==> config.mk <==
export PLATFORM = sky130hd
export DESIGN_NAME = csync_seq
export DESIGN_NICKNAME = d
export VERILOG_FILES = /design/src/rtl/csync_pkg.sv /design/src/rtl/csync_timer.sv /design/src/rtl/csync_phase.sv /design/src/rtl/csync_shaper.sv /design/src/rtl/csync_seq.sv
export SDC_FILE = /design/constraint.sdc
export NUM_CORES = 1
export LEC_CHECK = 0
export BUFFER_PORTS_ARGS = -buffer_cell sky130_fd_sc_hd__buf_2
export CORE_UTILIZATION = 60
export CTS_CLUSTER_DIAMETER = 100
export DETAILED_ROUTE_END_ITERATION = 16
export PLACE_DENSITY = 0.77
export RECOVER_POWER = 25
export SKIP_LAST_GASP = 1
export SLEW_MARGIN = 20
export SYNTH_ARGS = -nofsm -noshare
export SYNTH_HDL_FRONTEND = slang
export SYNTH_HIERARCHICAL = 1
export SYNTH_SLANG_ARGS = --single-unit
==> constraint.sdc <==
create_clock -name clk -period 2.7 [get_ports clk]
set_input_delay 0.27 -clock clk [delete_from_list [all_inputs] [get_ports clk]]
set_output_delay 0.27 -clock clk [all_outputs]
set_load 0.005 [all_outputs]
==> src/rtl/csync_pkg.sv <==
package csync_pkg;

  typedef enum logic [1:0] {
    PH_BROAD   = 2'd0,
    PH_EQ_PRE  = 2'd1,
    PH_LINE    = 2'd2,
    PH_EQ_POST = 2'd3
  } phase_t;

  // Order of the phases inside a field; the last one wraps to the first.
  function automatic phase_t next_phase(phase_t p);
    case (p)
      PH_BROAD:  return PH_EQ_PRE;
      PH_EQ_PRE: return PH_LINE;
      PH_LINE:   return PH_EQ_POST;
      default:   return PH_BROAD;
    endcase
  endfunction

  // Length of one segment in clock cycles: a full line or a half-line.
  function automatic int unsigned seg_len(phase_t p, int unsigned line_cyc);
    return (p == PH_LINE) ? line_cyc : line_cyc / 2;
  endfunction

  // Number of cycles a segment holds sync low, counted from its first cycle.
  function automatic int unsigned low_len(phase_t p, int unsigned line_cyc,
                                          int unsigned broad_high,
                                          int unsigned eq_low,
                                          int unsigned line_sync);
    case (p)
      PH_BROAD: return line_cyc / 2 - broad_high;
      PH_LINE:  return line_sync;
      default:  return eq_low;
    endcase
  endfunction

  // Number of segments in each phase.
  function automatic int unsigned seg_count(phase_t p, int unsigned n_broad,
                                            int unsigned n_pre,
                                            int unsigned n_lines,
                                            int unsigned n_post);
    case (p)
      PH_BROAD:  return n_broad;
      PH_EQ_PRE: return n_pre;
      PH_LINE:   return n_lines;
      default:   return n_post;
    endcase
  endfunction

endpackage

==> src/rtl/csync_timer.sv <==
module csync_timer
  import csync_pkg::*;
#(
  parameter int LINE_CYC = 1536,
  localparam int CW = $clog2(LINE_CYC)
) (
  input  logic          clk,
  input  logic          rst,
  input  phase_t        phase,
  output logic [CW-1:0] cyc,
  output logic          seg_last
);

  assign seg_last = (cyc == CW'(seg_len(phase, LINE_CYC) - 1));

  always_ff @(posedge clk) begin
    if (rst || seg_last) cyc <= '0;
    else                 cyc <= cyc + 1'b1;
  end


  cyc_bound_chk: assert property (@(posedge clk) disable iff (rst)
    cyc < CW'(seg_len(phase, LINE_CYC)));

endmodule

==> src/rtl/csync_phase.sv <==
module csync_phase
  import csync_pkg::*;
#(
  parameter int N_BROAD   = 5,
  parameter int N_EQ_PRE  = 5,
  parameter int N_LINES   = 304,
  parameter int N_EQ_POST = 6,
  localparam int MAX_A = (N_BROAD > N_EQ_PRE) ? N_BROAD : N_EQ_PRE,
  localparam int MAX_B = (N_LINES > N_EQ_POST) ? N_LINES : N_EQ_POST,
  localparam int SW = $clog2(((MAX_A > MAX_B) ? MAX_A : MAX_B) + 1)
) (
  input  logic   clk,
  input  logic   rst,
  input  logic   seg_last,
  output phase_t phase,
  output logic   phase_last
);

  logic [SW-1:0] seg_idx;

  assign phase_last = seg_last &&
    (seg_idx == SW'(seg_count(phase, N_BROAD, N_EQ_PRE, N_LINES, N_EQ_POST) - 1));

  always_ff @(posedge clk) begin
    if (rst) begin
      phase   <= PH_BROAD;
      seg_idx <= '0;
    end else if (phase_last) begin
      phase   <= next_phase(phase);
      seg_idx <= '0;
    end else if (seg_last) begin
      seg_idx <= seg_idx + 1'b1;
    end
  end


  phase_order_chk: assert property (@(posedge clk) disable iff (rst)
    (phase != $past(phase)) |-> (phase == next_phase($past(phase))));


  phase_step_chk: assert property (@(posedge clk) disable iff (rst)
    (phase != $past(phase)) |-> $past(seg_last));

endmodule

==> src/rtl/csync_shaper.sv <==
module csync_shaper
  import csync_pkg::*;
#(
  parameter int LINE_CYC   = 1536,
  parameter int BROAD_HIGH = 48,
  parameter int EQ_LOW     = 48,
  parameter int LINE_SYNC  = 96,
  parameter int PORCH      = 288,
  localparam int CW = $clog2(LINE_CYC),
  localparam int VIS_START = LINE_SYNC + PORCH
) (
  input  phase_t        phase,
  input  logic [CW-1:0] cyc,
  output logic          sync_out,
  output logic          line_strobe
);

  always_comb begin
    sync_out    = (cyc >= CW'(low_len(phase, LINE_CYC, BROAD_HIGH, EQ_LOW, LINE_SYNC)));
    line_strobe = (phase == PH_LINE) && (cyc >= CW'(VIS_START));
  end

endmodule

==> src/rtl/csync_seq.sv <==
module csync_seq
  import csync_pkg::*;
#(
  parameter int LINE_CYC   = 1536,
  parameter int BROAD_HIGH = 48,
  parameter int EQ_LOW     = 48,
  parameter int LINE_SYNC  = 96,
  parameter int PORCH      = 288,
  parameter int N_BROAD    = 5,
  parameter int N_EQ_PRE   = 5,
  parameter int N_LINES    = 304,
  parameter int N_EQ_POST  = 6
) (
  input  logic clk,
  input  logic rst,
  output logic sync_out,
  output logic line_strobe
);

  localparam int CW = $clog2(LINE_CYC);

  phase_t        phase;
  logic [CW-1:0] cyc;
  logic          seg_last;
  logic          phase_last;
  logic [CW-1:0] low_run;

  csync_timer #(.LINE_CYC(LINE_CYC)) u_timer (
    .clk(clk), .rst(rst), .phase(phase), .cyc(cyc), .seg_last(seg_last)
  );

  csync_phase #(
    .N_BROAD(N_BROAD), .N_EQ_PRE(N_EQ_PRE),
    .N_LINES(N_LINES), .N_EQ_POST(N_EQ_POST)
  ) u_phase (
    .clk(clk), .rst(rst), .seg_last(seg_last),
    .phase(phase), .phase_last(phase_last)
  );

  csync_shaper #(
    .LINE_CYC(LINE_CYC), .BROAD_HIGH(BROAD_HIGH), .EQ_LOW(EQ_LOW),
    .LINE_SYNC(LINE_SYNC), .PORCH(PORCH)
  ) u_shaper (
    .phase(phase), .cyc(cyc), .sync_out(sync_out), .line_strobe(line_strobe)
  );

  // Length of the current low run, used only by the checks below.
  always_ff @(posedge clk) begin
    if (rst || sync_out) low_run <= '0;
    else                 low_run <= low_run + 1'b1;
  end


  strobe_sync_chk: assert property (@(posedge clk) disable iff (rst)
    line_strobe |-> sync_out);


  low_len_chk: assert property (@(posedge clk) disable iff (rst)
    $rose(sync_out) |->
      (low_run == CW'(low_len(phase, LINE_CYC, BROAD_HIGH, EQ_LOW, LINE_SYNC))));


  reset_start_chk: assert property (@(posedge clk) disable iff (rst)
    $past(rst) |-> (!sync_out && !line_strobe && phase == PH_BROAD));


  wrap_chk: assert property (@(posedge clk) disable iff (rst)
    $past(phase_last) && ($past(phase) == PH_EQ_POST) |-> (phase == PH_BROAD));

endmodule

* Word level (Yosys, flattened, before mapping) *
Index checks and enable logic that the tools add are counted.

cells by class
  $add $sub $neg = 4
  magnitude comparators = 2
  eq/ne operators = 4
  mux-type cells = 4
  reduce and logical (&&, ||, !) cells = 6

operator list
  operator                 number
  $pmux W10 S2             1
  $pmux W9 S2              1
  $add A11 B1 Y11 const B  1
  $eq A11 B11 Y1           1
  $ge A11 B10 Y1           1
  $ge A11 B9 Y1 const B    1
  $mux W11                 1
  $sub A11 B1 Y11 const B  1
  $add A9 B1 Y9 const B    1
  $eq A9 B9 Y1             1
  $sub A9 B1 Y9 const B    1
  $pmux W2 S3              1
  $reduce_or A2 Y1         2
  $eq A2 B1 Y1 const B     1
  $eq A2 B2 Y1 const B     1
  $logic_and A1 B1 Y1      2
  $logic_not A2 Y1         1
  $logic_or A1 B1 Y1       1

word-level totals
  output and inout port bits = 2
  bits in registers = 22
  logic and storage cells = 23

* Longest topological paths before layout *
  depth in word-level cells = 7
  mapped depth = 8
  mapped depth without buffers = 8

* Cells and area by module *
The synthesis kept the hierarchy.

by module, submodules not included
  module        area each (µm²)  seq. area each (µm²)  times used  cells each
  csync_phase   640.6            220.2                 1           67
  csync_timer   564.3            220.2                 1           60
  csync_shaper  158.9            0.0                   1           20

* Worst setup path after synthesis *
No wires, ideal clock.

  path type = register to register
  start = register u_timer.cyc[0]
  end = register u_phase.seg_idx[0]
  setup time = 135 ps
  arrival time = 2025 ps
  setup slack = 541 ps
  period minus slack after synthesis = 2159 ps
  stages on the path, launching flop included = 8
  data required time = 2565 ps
  cell sequence = dfxtp_1 ha_1 nand3_4 or2_4 nor2_1 nand3_1 o41ai_4 nor2_1

between the ends
  cells in the longest elaborated chain, start to end = 3

ends and longest elaborated chain
  element                            RTL line           source
  start, declared                    csync_timer.sv:10  output logic [CW-1:0] cyc,
  start signal, assigned             csync_timer.sv:18  else cyc <= cyc + 1'b1;
  $eq A11 B11 Y1 *                   csync_timer.sv:14  assign seg_last = (cyc == CW'(seg_len(phase, LINE_CYC) - 1));
  named net seg_last                 csync_seq.sv:24    logic seg_last;
  $logic_and A1 B1 Y1                csync_phase.sv:21  assign phase_last = seg_last &&
  $reduce_or A2 Y1 (no source line)  n/a
  end signal, assigned               csync_phase.sv:32  seg_idx <= seg_idx + 1'b1;
  end, declared                      csync_phase.sv:19  logic [SW-1:0] seg_idx;

Mark *: on every way through the listed nets, which the timed path passes. The rest lies on a longest branch.
A chain may end at the register's enable or synchronous reset.

* Final worst setup path *
  start = register u_phase.phase[1]
  end = output sync_out

between the ends
  cells in the longest elaborated chain, start to end = 3
  elaborated cells between the ends (all ways) = 4
  those cells by class = order compare: 1; eq/ne: 1; mux: 1; reduce/logical: 1

ends and longest elaborated chain
  element                                                  RTL line            source
  start, declared                                          csync_phase.sv:15   output phase_t phase,
  start signal, assigned                                   csync_phase.sv:29   phase <= next_phase(phase);
  $eq A2 B2 Y1 / $logic_not A2 Y1 (equally long branches)  csync_pkg.sv:30     case (p)
  $pmux W10 S2 *                                           csync_pkg.sv:30
  $ge A11 B10 Y1 *                                         csync_shaper.sv:19  sync_out = (cyc >= CW'(low_len(phase, LINE_CYC, BROAD_HIGH, EQ_LOW, LINE_SYNC)));
  end, declared                                            csync_seq.sv:16     output logic sync_out,

Every way passes the cells marked *; elsewhere a longest branch is shown, timed or not.

==> impl_metrics.ini <==
[grt]
grt_pass1_vias = 960
antenna_found_initial = 0
grt_pass1_wl_microns = 4170
grt.total_usage_pct = 22.1
grt_overflow = 0
grt_max_degree = 13

[sta]
fmax_ghz = 0.398
maxSlewViolCount = 0
fin_worst_skew_ns = 0.00130
rsz0062_at_grt = no
finalCritPeriodShare_pct = 93.2
tightest_slew_ns = 0.552
setup_violations = 0
fin_tns_setup_ns = 0
setup_ws_ns = 0.184
post-route-min-period_ns = 2.52
relSlewSlack_pct = 63.1
finalHoldViolCount = 0

[cells_and_area]
diodes = 0
syn_to_final_growth_pct = 4.50
drive_gt1_share_pct = 15.0
nNetsFinal = 168
stdcell_count = 180

[setup_path]
crit_end = sync_out
startpoint = u_phase/phase[1]
r2r_cells = 7
rrSetupSlack_ns = 0.39
crit_type = reg2out
required_ns = 2.43
cp-end-kind = primary output
crit_fanout = 9
crit_path_top_delay_cell = a2111oi_1
startpoint_type = register
arrival_ns = 2.25
cp_cell_sequence = or2_2 -> inv_1 -> ha_1 -> nand4b_1 -> nor4_2 -> a2111oi_1 -> o311ai_1 -> buf_2
reg2reg_to = u_phase/seg_idx[3]
r2r-start = u_timer/cyc[0]
critical_path.max_stage_delay_ns = 0.42

[yosys]
async_flop_share_pct = 0
mappedNetlistNets = 161
synthDistinctLibCells = 45
synth_area_sq_mm = 0.00136
avgSynthCellArea_sq_um = 9.28
yosysWarningCount = 6
netlist_instances = 147
synth_edf_count = 0
ys.flop_type = dfxtp_1
yosysSeqAreaShare_pct = 32.3
synth_seq_cells = 22

[cts]
path_clk_slew_ns = 0.12
cts_tree = done
clock_sinks = 22
clk_root_buffer_cell = clkbuf_4
cts_hold_buf = 0
cts-htree-levels = 1
clock_latency_ns = 0.31
cts_buffers = 3
clockBufferDepth = 2

[drt]
dr.first_iter.drc_count = 22
dr.pass1.iters = 4
via_per_inst = 5.74
routed_wl_microns = 2460
routedWlPerCell_microns = 13.7
postRouteAntennaNets = 0
drc = 0
dr_total_vias = 1033

[power]
vdd_ir_drop_max_mv = 0.348
power_density_mw_per_mm2 = 391
leakage_nw = 0.541

[die]
core_sq_mm = 0.00204
num_rows = 16
dieHeight_microns = 49.7
die_w_microns = 49.7
boundaryPins = 4
start_util_pct = 66.8
floorplan.die_area_sq_mm = 0.00247

[place]
place_inst = 176
io_buffers = 3
gp_congestion = 0.874
dpl.hpwl_microns = 1850
dp_slack_ns = 0.466

[min_path]
min_from = rst
min_path_type = in2reg

[status]
outcome = complete, no violations

[flow_run]
maxCapViolCount = 0
-- worst max-delay path, delay by kind of cell (launching register included) --
kind | cells | cell delay, ns
compound gates | 2 | 0.57
flops | 1 | 0.39
fa+ha+maj | 1 | 0.23
buf+inv | 2 | 0.21
simple gates | 3 | 0.53
-- layout by cell type (no fill, tap or decap), types with 3 or more instances in the layout --
cell      Yosys  layout
dfxtp_1      22      20
ha_1         12      12
clkbuf_4      0       3
a21oi_1       5       5
buf_2         0       3
nand2_1      12      12
xor2_1        9       9
xnor2_1       5       5
nand4_1       5       5
inv_1         7       7
nand3_1       4       5
mux2i_1       3       3
nor2_1       23      23
-- stage by stage --
stage / power [mW] / hold WS, ns / util [%] / cell area, sq um
floorplan: 0.374 / 0.453 / - / 1360
global route: 0.581 / 0.221 / 69.8 / 1430
CTS: 0.565 / 0.226 / 71.0 / 1450
global placement: 0.381 / 0.477 / 69.2 / 1410
detailed placement: 0.382 / 0.488 / 69.2 / 1410
finish: 0.557 / 0.243 / 69.8 / 1430
-- cell usage after synthesis (3+ instances only) --
master / n / share of area (%)
nor2_1: 23 / 6.3
dfxtp_1: 22 / 32
ha_1: 12 / 11
nand2_1: 12 / 3.3
xor2_1: 9 / 5.8
inv_1: 7 / 1.9
a21oi_1: 5 / 1.8
nand4_1: 5 / 2.3
xnor2_1: 5 / 3.2
nand3_1: 4 / 1.5
mux2i_1: 3 / 2.2
-- registers in the layout, indices dropped and copies added (netlist names) --
name / flops
u_timer/cyc: 11
u_phase/seg_idx: 9
u_phase/phase: 2
-- routing by layer --
| layer | global-route usage (%) | vias to the layer above | part of all wire (%) |
|---|---|---|---|
| met5 | 0 | - | 0 |
| met4 | 8.57 | 0 | 0.57 |
| met3 | 2.78 | 2 | 2.4 |
| met2 | 35.4 | 15 | 45 |
| met1 | 30.1 | 483 | 51 |
| li1 | - | 533 | - |
-- layout make-up --
| cell class | count | area, sq um |
|---|---|---|
| tap | 27 | 33.8 |
| sequential | 22 | 443 |
| timing repair buffer | 4 | 22.5 |
| fill | 177 | 617 |
| clock buffer | 4 | 36.3 |
| inverter | 7 | 26.3 |
| multi-input combinational | 116 | 863 |
-- kinds of logic (layout without fill, tap and decap cells) --
| group | count (synthesis) | count (layout) | share of synthesized area, % |
|---|---|---|---|
| XOR/XNOR | 14 | 14 | 8.99 |
| AO/OA/AOI/OAI | 20 | 20 | 13.6 |
| multiplexers | 4 | 4 | 3.21 |
| flip-flops | 22 | 22 | 32.3 |
| adder cells (fa/ha/maj) | 12 | 12 | 11.0 |
| AND/OR/NAND/NOR | 66 | 66 | 28.4 |
| buffers and inverters | 9 | 15 | 2.48 |
-- worst min path at each step --
| stage | endpoint | slack [ns] | cells past startpoint |
|---|---|---|---|
| 6_report | u_timer/cyc[10] | 0.24 | 2 |
| 2_1_floorplan | u_phase/phase[0] | 0.45 | 2 |
| 3_5_place_dp | u_timer/cyc[0] | 0.49 | 1 |
| 5_1_grt | u_timer/cyc[10] | 0.22 | 2 |
| 3_3_place_gp | u_timer/cyc[0] | 0.48 | 1 |
| 4_1_cts | u_timer/cyc[10] | 0.23 | 2 |
-- what timing repair did --
action                                  CTS  global route
endpoints found under the setup margin    0             1
setup buffers                             0             0
resized for setup                         0             2
-- where the power goes --
group / total, mW / internal (mW) / switching (mW)
Clock: 0.184 / 0.0823 / 0.102
Combinational: 0.0304 / 0.0132 / 0.0172
Sequential: 0.342 / 0.331 / 0.0110
Total: 0.557 / 0.427 / 0.130
(Power assumes the default switching activity.)
